<file path="src/rtl/daf_pkg.sv">
package daf_pkg;
  localparam int ADDR_BYTES = 6;
  localparam int IDX_W = $clog2(ADDR_BYTES + 1);

  typedef struct packed {
    logic             clearAcc;
    logic             loadByte;
    logic [IDX_W-1:0] byteIdx;
    logic             finalize;
    logic             shortEnd;
  } ctrlStrobes_t;
endpackage

</file>
<file path="src/rtl/daf_crc_byte.sv">
module daf_crc_byte #(
  parameter int unsigned CRC_W = 32,
  parameter logic [CRC_W-1:0] POLY_REFL = 32'hEDB88320
) (
  input  logic [CRC_W-1:0] crcIn,
  input  logic [7:0]       dataIn,
  output logic [CRC_W-1:0] crcOut
);
  // reflected register: bit 0 is the oldest position, data enters LSB first
  logic [CRC_W-1:0] stage [0:8];
  assign stage[0] = crcIn;

  for (genvar g = 0; g < 8; g++) begin : g_bit
    assign stage[g+1] = (stage[g][0] ^ dataIn[g]) ? ((stage[g] >> 1) ^ POLY_REFL)
                                                  : (stage[g] >> 1);
  end

  assign crcOut = stage[8];
endmodule

</file>
<file path="src/rtl/daf_ctrl.sv">
module daf_ctrl
  import daf_pkg::*;
(
  input  logic         clk,
  input  logic         rstN,
  input  logic         frameStart,
  input  logic         frameEnd,
  input  logic         byteValid,
  output ctrlStrobes_t strb
);
  logic [IDX_W-1:0] cnt;
  logic             active;
  logic             decided;

  logic [IDX_W-1:0] cntEff;
  logic             activeEff;
  logic             decidedEff;
  logic             take;
  logic             lastByte;
  logic             endShort;

  always_comb begin
    activeEff  = frameStart | active;
    cntEff     = frameStart ? '0 : cnt;
    decidedEff = frameStart ? 1'b0 : decided;
    take       = byteValid & activeEff & (cntEff < IDX_W'(ADDR_BYTES));
    lastByte   = take & (cntEff == IDX_W'(ADDR_BYTES - 1));
    endShort   = frameEnd & activeEff & ~decidedEff & ~lastByte;

    strb.clearAcc = frameStart;
    strb.loadByte = take;
    strb.byteIdx  = cntEff;
    strb.finalize = lastByte;
    strb.shortEnd = endShort;
  end

  always_ff @(posedge clk) begin
    if (!rstN) begin
      cnt     <= '0;
      active  <= 1'b0;
      decided <= 1'b0;
    end else begin
      cnt     <= cntEff + {{(IDX_W-1){1'b0}}, take};
      decided <= decidedEff | lastByte | endShort;
      active  <= frameEnd ? 1'b0 : activeEff;
    end
  end
endmodule

</file>
<file path="src/rtl/daf_datapath.sv">
module daf_datapath
  import daf_pkg::*;
#(
  parameter int unsigned HASH_BITS = 6,
  parameter logic [31:0] CRC_POLY  = 32'hEDB88320,
  localparam int unsigned FILTER_BITS = 1 << HASH_BITS
) (
  input  logic                      clk,
  input  logic                      rstN,
  input  ctrlStrobes_t              strb,
  input  logic [7:0]                byteData,
  input  logic [8*ADDR_BYTES-1:0]   physAddr,
  input  logic [FILTER_BITS-1:0]    mcastFilter,
  input  logic                      bcastEn,
  input  logic                      mcastEn,
  output logic                      decValid,
  output logic                      accept
);
  logic [31:0] crcAcc, crcBase, crcStep, crcNew;
  logic        mismatch, misBase, misNew;
  logic        allOnes, onesBase, onesNew;
  logic        groupBit, groupBase, groupNew;
  logic [7:0]  physByte;
  logic [HASH_BITS-1:0] hashIdx;
  logic        unicastHit, bcastHit, mcastHit;

  daf_crc_byte #(.CRC_W(32), .POLY_REFL(CRC_POLY)) u_crc (
    .crcIn (crcBase),
    .dataIn(byteData),
    .crcOut(crcStep)
  );

  always_comb begin
    physByte = '0;
    for (int i = 0; i < ADDR_BYTES; i++) begin
      if (strb.byteIdx == IDX_W'(i)) physByte = physAddr[8*i +: 8];
    end
  end

  always_comb begin
    crcBase   = strb.clearAcc ? '1   : crcAcc;
    misBase   = strb.clearAcc ? 1'b0 : mismatch;
    onesBase  = strb.clearAcc ? 1'b1 : allOnes;
    groupBase = strb.clearAcc ? 1'b0 : groupBit;

    crcNew   = strb.loadByte ? crcStep : crcBase;
    misNew   = misBase  | (strb.loadByte & (byteData != physByte));
    onesNew  = onesBase & (~strb.loadByte | (byteData == 8'hFF));
    groupNew = (strb.loadByte && strb.byteIdx == '0) ? byteData[0] : groupBase;
  end

  // hash = top bits of the MSB-first register = low bits of the reflected one, reversed
  for (genvar k = 0; k < HASH_BITS; k++) begin : g_hash
    assign hashIdx[k] = crcNew[HASH_BITS-1-k];
  end

  always_comb begin
    unicastHit = ~groupNew & ~misNew;
    bcastHit   = onesNew & bcastEn;
    mcastHit   = groupNew & ~onesNew & mcastEn & mcastFilter[hashIdx];
  end

  always_ff @(posedge clk) begin
    if (!rstN) begin
      crcAcc   <= '1;
      mismatch <= 1'b0;
      allOnes  <= 1'b1;
      groupBit <= 1'b0;
      decValid <= 1'b0;
      accept   <= 1'b0;
    end else begin
      crcAcc   <= crcNew;
      mismatch <= misNew;
      allOnes  <= onesNew;
      groupBit <= groupNew;
      decValid <= strb.finalize | strb.shortEnd;
      accept   <= strb.finalize & (unicastHit | bcastHit | mcastHit);
    end
  end
endmodule

</file>
<file path="src/rtl/dst_addr_filter.sv">
module dst_addr_filter
  import daf_pkg::*;
#(
  parameter int unsigned HASH_BITS = 6,
  parameter logic [31:0] CRC_POLY  = 32'hEDB88320
) (
  input  logic                          clk,
  input  logic                          rstN,
  input  logic                          frameStart,
  input  logic                          frameEnd,
  input  logic                          byteValid,
  input  logic [7:0]                    byteData,
  input  logic [8*ADDR_BYTES-1:0]       physAddr,
  input  logic [(1 << HASH_BITS)-1:0]   mcastFilter,
  input  logic                          bcastEn,
  input  logic                          mcastEn,
  output logic                          decValid,
  output logic                          accept
);
  ctrlStrobes_t strb;

  daf_ctrl u_ctrl (
    .clk       (clk),
    .rstN      (rstN),
    .frameStart(frameStart),
    .frameEnd  (frameEnd),
    .byteValid (byteValid),
    .strb      (strb)
  );

  daf_datapath #(.HASH_BITS(HASH_BITS), .CRC_POLY(CRC_POLY)) u_dp (
    .clk        (clk),
    .rstN       (rstN),
    .strb       (strb),
    .byteData   (byteData),
    .physAddr   (physAddr),
    .mcastFilter(mcastFilter),
    .bcastEn    (bcastEn),
    .mcastEn    (mcastEn),
    .decValid   (decValid),
    .accept     (accept)
  );
endmodule

</file>
<file path="config.mk">
export PLATFORM = sky130hd
export DESIGN_NAME = dst_addr_filter
export DESIGN_NICKNAME = d
export VERILOG_FILES = /design/src/rtl/daf_pkg.sv /design/src/rtl/daf_crc_byte.sv /design/src/rtl/daf_ctrl.sv /design/src/rtl/daf_datapath.sv /design/src/rtl/dst_addr_filter.sv
export SDC_FILE = /design/constraint.sdc
export NUM_CORES = 1
export LEC_CHECK = 0
export BUFFER_PORTS_ARGS = -buffer_cell sky130_fd_sc_hd__buf_2
export CORE_MARGIN = 3
export CORE_UTILIZATION = 40
export DETAILED_ROUTE_END_ITERATION = 12
export HOLD_SLACK_MARGIN = 0.02
export PLACE_DENSITY = 0.73
export REMOVE_ABC_BUFFERS = 1
export SYNTH_ARGS = -nofsm -noshare
export SYNTH_HDL_FRONTEND = slang
export SYNTH_SLANG_ARGS = --single-unit
</file>
<file path="constraint.sdc">
create_clock -name clk -period 3.6 [get_ports clk]
set_clock_uncertainty 0.05 [all_clocks]
set_input_delay 0.54 -clock clk [delete_from_list [all_inputs] [get_ports clk]]
set_output_delay 0.54 -clock clk [all_outputs]
set_load 0.05 [all_outputs]
</file>
==> results.sh, run 1 <==
export IMPL_finalInstanceArea_um2=5109
export IMPL_final_setup_tns_ns=0
export IMPL_cellLeakagePower_nw=2.145
export IMPL_cts_buffer_depth=2
export IMPL_synth_area_leaders="dfxtp_1 20%, xnor2_1 11%, nand2_1 5.4%, a21oi_1 5.3%, mux2i_1 5.2%"
export IMPL_critPathMaxFanout=8
export IMPL_syn_to_final_growth_pct=21.27
export IMPL_remaining_drc_errors=0
export IMPL_setup_viol=0
export IMPL_n_antenna_cell=0
export IMPL_fin_util=0.5109
export IMPL_cts_sinks=42
export IMPL_ant_nets=0
export IMPL_synth_area_um2=4213
export IMPL_synth_edf_count=0
export IMPL_ys_flop_type="dfxtp_1"
export IMPL_drtPass1Iterations=6
export IMPL_core_um2=10000
export IMPL_synth_seq_area_share=0.1996
export IMPL_wl_um=13260
export IMPL_crit_chain="xor3_1, or3b_4, a2111oi_4, or3b_1, buf_4, nand2_1, a31oi_1, o21a_1, a32oi_1, o2111a_1, o32ai_2"
export IMPL_r2r_start="u_dp.crcAcc[3]"
export IMPL_cts_root_buffer="clkbuf_8"
export IMPL_syn_avg_cell_area_um2=7.201
export IMPL_vdd_ir_drop_max_uv=174.2
export IMPL_vias=4654
export IMPL_vias_per_cell=5.614
export IMPL_cts_buffers=5
export IMPL_synthArstFlopShare=0
export IMPL_cpPeakStageDelay_ns=0.50
export IMPL_drive_gt1_frac=0.2629
export IMPL_dp_slack_ns=0.09241
export IMPL_crit_type="reg -> reg"
export IMPL_hpwl_um=10380
export IMPL_hold_viol=0
export IMPL_antenna_found_initial=0
export IMPL_fin_crit_sh=0.9281
export IMPL_rows=36
export IMPL_clk_latency_ns=0.30
export IMPL_die_y_um=108.6
export IMPL_cts_hold_buf=0
export IMPL_worst_ep_arrival_time_ns=3.50
export IMPL_pin_count=129
export IMPL_ctsResizeCount=0
export IMPL_dieWidth_um=108.6
export IMPL_gp_congestion=0.9009
export IMPL_grt_pass1_vias=4451
export IMPL_clk_pin_slew_worst_paths_ns=0.08
export IMPL_drv_cap=0
export IMPL_final_common_cell="buf_2"
export IMPL_cts_tree="built"
export IMPL_grt_pass1_wl_um=20850
export IMPL_yosysUniqueCellTypes=69
export IMPL_final_cell_mix="128 x buf_2, 61 x nand2_1, 58 x nor2_1, 52 x xnor2_1, 45 x a21oi_1"
export IMPL_tightest_slew_ns=0.7525
export IMPL_h_tree_depth=2
export IMPL_grt_usage=0.2165
export IMPL_slowest_stage="xor3_1"
export IMPL_place_area_um2=5022
export IMPL_crit_start="u_dp.crcAcc[3]"
export IMPL_ys_ff_latch=42
export IMPL_critPathLaunchType="flip-flop"
export IMPL_cp_end_kind="flip-flop"
export IMPL_slew_headroom=0.4947
export IMPL_grt_max_degree=44
export IMPL_cts_setup_buffers=0
export IMPL_avgRoutedWirePerCell_um=15.99
export IMPL_synth_top_area_share=0.1996
export IMPL_rsz0062_at_grt="no"
export IMPL_min_path_type="in -> reg"
export IMPL_io_buffers=128
export IMPL_grt_remaining_overflow=0
export IMPL_finalMaxSlewViolations=0
export IMPL_dr_first_iter_drc_count=403
export IMPL_period_needed_ns=3.341
export IMPL_nNetsFinal=823
export IMPL_p_total_mw=1.686
export IMPL_cpLargestDelayFamily="compound AO/OA/AOI/OAI gates"
export IMPL_ys_warn_count=0
export IMPL_synth_largest_area_cell="dfxtp_1"
export IMPL_worst_path_buf_inv=1
export IMPL_layout_setup_ws_ns=0.2587
export IMPL_fmax_mhz=299.3
export IMPL_cp_required_ns=3.76
export IMPL_start_util=0.4213
export IMPL_p_per_area_nw_per_um2=330.0
export IMPL_hold_start="frameEnd"
export IMPL_status="finished, final reports clean"
export IMPL_dieArea_um2=11800
export IMPL_synth_cells=585
## synthesized netlist by cell type, types with 11 or more instances
| library cell | count |
|---|---|
| o22ai_1 | 14 |
| inv_1 | 15 |
| dfxtp_1 | 42 |
| xor2_1 | 21 |
| clkbuf_1 | 29 |
| o21ai_0 | 38 |
| nor2_1 | 58 |
| nand3_1 | 12 |
| nor3_1 | 23 |
| nand2_1 | 61 |
| xnor2_1 | 52 |
| a21oi_1 | 45 |
| nand2b_1 | 11 |
| mux2i_1 | 22 |
| buf_2 | 13 |
## layer usage
layer	vias up	global-route usage	part of all wire
li1	2293	-	-
met1	2176	0.2837	0.43
met2	171	0.3733	0.48
met3	14	0.03020	0.069
met4	0	0.05681	0.013
met5	-	0	0
## where the power goes
| group | switching (mW) | internal, mW |
|---|---|---|
| clock network | 0.165 | 0.137 |
| registers | 0.0344 | 0.505 |
| logic | 0.454 | 0.391 |
| total | 0.653 | 1.03 |
## worst register-to-register path: stages, from the launching register on
cell and delay (ns):
dfxtp_1 0.46, xor3_1 0.50, or3b_4 0.43, a2111oi_4 0.43, or3b_1 0.23, buf_4 0.17
nand2_1 0.07, a31oi_1 0.16, o21a_1 0.12, a32oi_1 0.10, o2111a_1 0.28, o32ai_2 0.26
## flip-flops by register name (all words and copies together), names as in the netlist
signal and cells:
u_dp.crcAcc 32, u_dp.allOnes 1, u_dp.decValid 1, u_dp.accept 1, u_ctrl.decided 1, u_dp.mismatch 1
u_dp.groupBit 1, u_ctrl.cnt 3, u_ctrl.active 1
## kinds of logic after synthesis
group | synth area share
AOI/OAI and AO/OA | 0.2602
xor gates and xnor gates | 0.1737
adders and majority gates | 0.002970
buffers and inverters | 0.07247
DFF | 0.1996
muxes | 0.05494
and+or+nand+nor | 0.2361
## path summary, 6_finish.rpt
path | slack (ns) | endpoint | depth (start not counted)
worst max-delay path | 0.26 | u_dp.accept | 11
worst min-delay path | 0.37 | u_ctrl.active | 2
worst max register to register | 0.26 | u_dp.accept | 11
worst min register to register | 0.46 | u_dp.allOnes | 2
## through the flow
stage,hold WS [ns],std cells
finish,0.3735,829
global route,0.3633,829
CTS,0.3654,829
detailed placement,0.4452,821
global placement,0.4368,821
floorplan,0.3997,531
## cell type report
| type | instances | area, µm² |
|---|---|---|
| Clock buffer | 6 | 72.57 |
| Clock inverter | 2 | 13.76 |
| Fill cell | 1027 | 4891 |
| Inverter | 15 | 56.30 |
| Multi-Input combinational cell | 474 | 3075 |
| Sequential cell | 42 | 840.8 |
| Tap cell | 133 | 166.4 |
| Timing Repair Buffer | 157 | 883.3 |
Note: power is estimated with default switching activity, not from simulation.
==> run 2, diff against run 1 <==
Settings changed: SETUP_SLACK_MARGIN from default to 0.4.
==> run 2 against run 1 <==
  * Register-to-register slack gained 0.25 ns
  * Sequential cell count is the same
  * Global-route usage is the same
  * Clock-buffer cell count is the same
  * Routed wire length grew 1.2%
==> results.sh, run 2 (synthesis results as in run 1) <==
export IMPL_status="finished, final reports clean"
export IMPL_dr_first_iter_drc_count=433
export IMPL_seq_area_um2=843.3
export IMPL_vias=4746
export IMPL_final_setup_tns_ns=0
export IMPL_fin_util=0.5205
export IMPL_cts_root_buffer="clkbuf_8"
export IMPL_h_tree_depth=2
export IMPL_period_needed_ns=3.103
export IMPL_antenna_found_initial=0
export IMPL_cts_tree="built"
export IMPL_avgRoutedWirePerCell_um=16.09
export IMPL_syn_to_final_growth_pct=23.55
export IMPL_dieWidth_um=108.6
export IMPL_drive_gt1_frac=0.2839
export IMPL_pin_count=129
export IMPL_cts_buffers=5
export IMPL_rsz0062_at_grt="yes"
export IMPL_cpPeakStageDelay_ns=0.44
export IMPL_gp_congestion=0.9009
export IMPL_stdcell_count=834
export IMPL_grt_usage=0.2165
export IMPL_multi_input_area_um2=3133
export IMPL_finalMaxSlewViolations=0
export IMPL_p_total_mw=1.713
export IMPL_cp_end_kind="flip-flop"
export IMPL_final_common_cell="buf_2"
export IMPL_rows=36
export IMPL_largest_register_ffs=32
export IMPL_hpwl_um=10380
export IMPL_crit_type="in -> reg"
export IMPL_fill_cells=1009
export IMPL_crit_chain="buf_2, xnor3_1, or3b_4, o2111ai_1, or3b_4, buf_4, nand2_1, nand3_1, a311oi_1, a2111oi_2, a311oi_2, o32ai_2"
export IMPL_final_cell_mix="127 x buf_2, 61 x nand2_1, 57 x nor2_1, 52 x xnor2_1, 45 x a21oi_1"
export IMPL_grt_pass1_vias=4455
export IMPL_remaining_drc_errors=0
export IMPL_p_per_area_nw_per_um2=329.1
export IMPL_top_register="u_dp.crcAcc"
export IMPL_vias_per_cell=5.691
export IMPL_slowest_stage="xnor3_1"
export IMPL_start_util=0.4213
export IMPL_die_y_um=108.6
export IMPL_critPathLaunchType="primary input"
export IMPL_cellLeakagePower_nw=2.174
export IMPL_min_path_type="in -> reg"
export IMPL_grt_pass1_wl_um=20860
export IMPL_worst_ep_arrival_time_ns=3.22
export IMPL_dieArea_um2=11800
export IMPL_grt_remaining_overflow=0
export IMPL_ant_nets=0
export IMPL_cts_sinks=42
export IMPL_grt_max_degree=44
export IMPL_drtPass1Iterations=5
export IMPL_drv_cap=0
export IMPL_io_buffers=128
export IMPL_setup_viol=0
export IMPL_fin_crit_sh=0.8620
export IMPL_hold_viol=0
export IMPL_fmax_mhz=322.3
export IMPL_n_antenna_cell=0
export IMPL_clk_pin_slew_worst_paths_ns=0.08
export IMPL_clk_latency_ns=0.30
export IMPL_slew_headroom=0.5126
export IMPL_cts_buffer_depth=2
export IMPL_wl_um=13420
export IMPL_tightest_slew_ns=0.7259
export IMPL_critPathMaxFanout=7
export IMPL_core_um2=10000
export IMPL_nNetsFinal=828
export IMPL_path_common_cell="or3b_4"
export IMPL_vdd_ir_drop_max_uv=177.9
export IMPL_reg_top3="u_dp.crcAcc (32), u_ctrl.cnt (3)"
export IMPL_cp_required_ns=3.72
export IMPL_place_inst=821
run 2: cell count changes in the layout (fill, tap and decap cells not counted), sizes merged:
cell / before / now
buf: 157 / 160
o221a: 1 / 2
clkbuf: 6 / 7
run 2: what timing repair did:
action	CTS	global route
gates resized for setup	5	9
pin swaps	1	3
endpoints found under the setup margin	1	3
hold buffers	0	0
cloned	0	1
buffers inserted	0	4
run 2: path summary, 6_finish.rpt:
path	cells past startpoint	endpoint	startpoint	slack, ns
worst max-delay path	12	u_dp.accept	byteData[0]	0.50
worst min register to register	1	u_ctrl.decided	u_ctrl.decided	0.47
worst min-delay path	2	u_ctrl.active	frameEnd	0.38
worst max register to register	11	u_dp.accept	u_dp.crcAcc[12]	0.51
run 2: final cells by class:
| class | count | share of cell area |
|---|---|---|
| multi-input cells | 475 | 0.6019 |
| repair buffers | 161 | 0.1767 |
| flip-flops and latches | 42 | 0.1620 |
| well taps | 133 | 0.03197 |
| clock buffers | 6 | 0.01394 |
| inverters | 15 | 0.01082 |
| clock inverters | 2 | 0.002644 |
run 2: layer usage:
| layer | GRT usage | share of wire | up-vias |
|---|---|---|---|
| li1 | - | - | 2311 |
| met1 | 0.2830 | 0.42 | 2203 |
| met2 | 0.3742 | 0.49 | 209 |
| met3 | 0.03020 | 0.072 | 23 |
| met4 | 0.05681 | 0.014 | 0 |
| met5 | 0 | 0 | - |
run 2: metrics by stage:
step	instance area, µm²	hold slack [ns]	worst slack, ns
finish	5205	0.3791	0.4969
global route	5205	0.3656	0.3513
CTS	5129	0.3654	0.4064
detailed placement	5022	0.4452	0.09241
global placement	5022	0.4368	0.2250
floorplan	3964	0.3997	-0.9159
run 2: worst max-delay path, delay by kind of cell:
| kind | cells | cell delay [ns] |
|---|---|---|
| XOR/XNOR | 1 | 0.44 |
| buffers and inverters | 2 | 0.29 |
| AND/OR/NAND/NOR | 4 | 1.01 |
| AO/OA/AOI/OAI | 5 | 0.95 |
run 2: report_power, final:
group | total, mW | switching, mW | internal (mW)
Sequential | 0.540 | 0.0345 | 0.505
Combinational | 0.873 | 0.464 | 0.408
Clock | 0.300 | 0.163 | 0.137
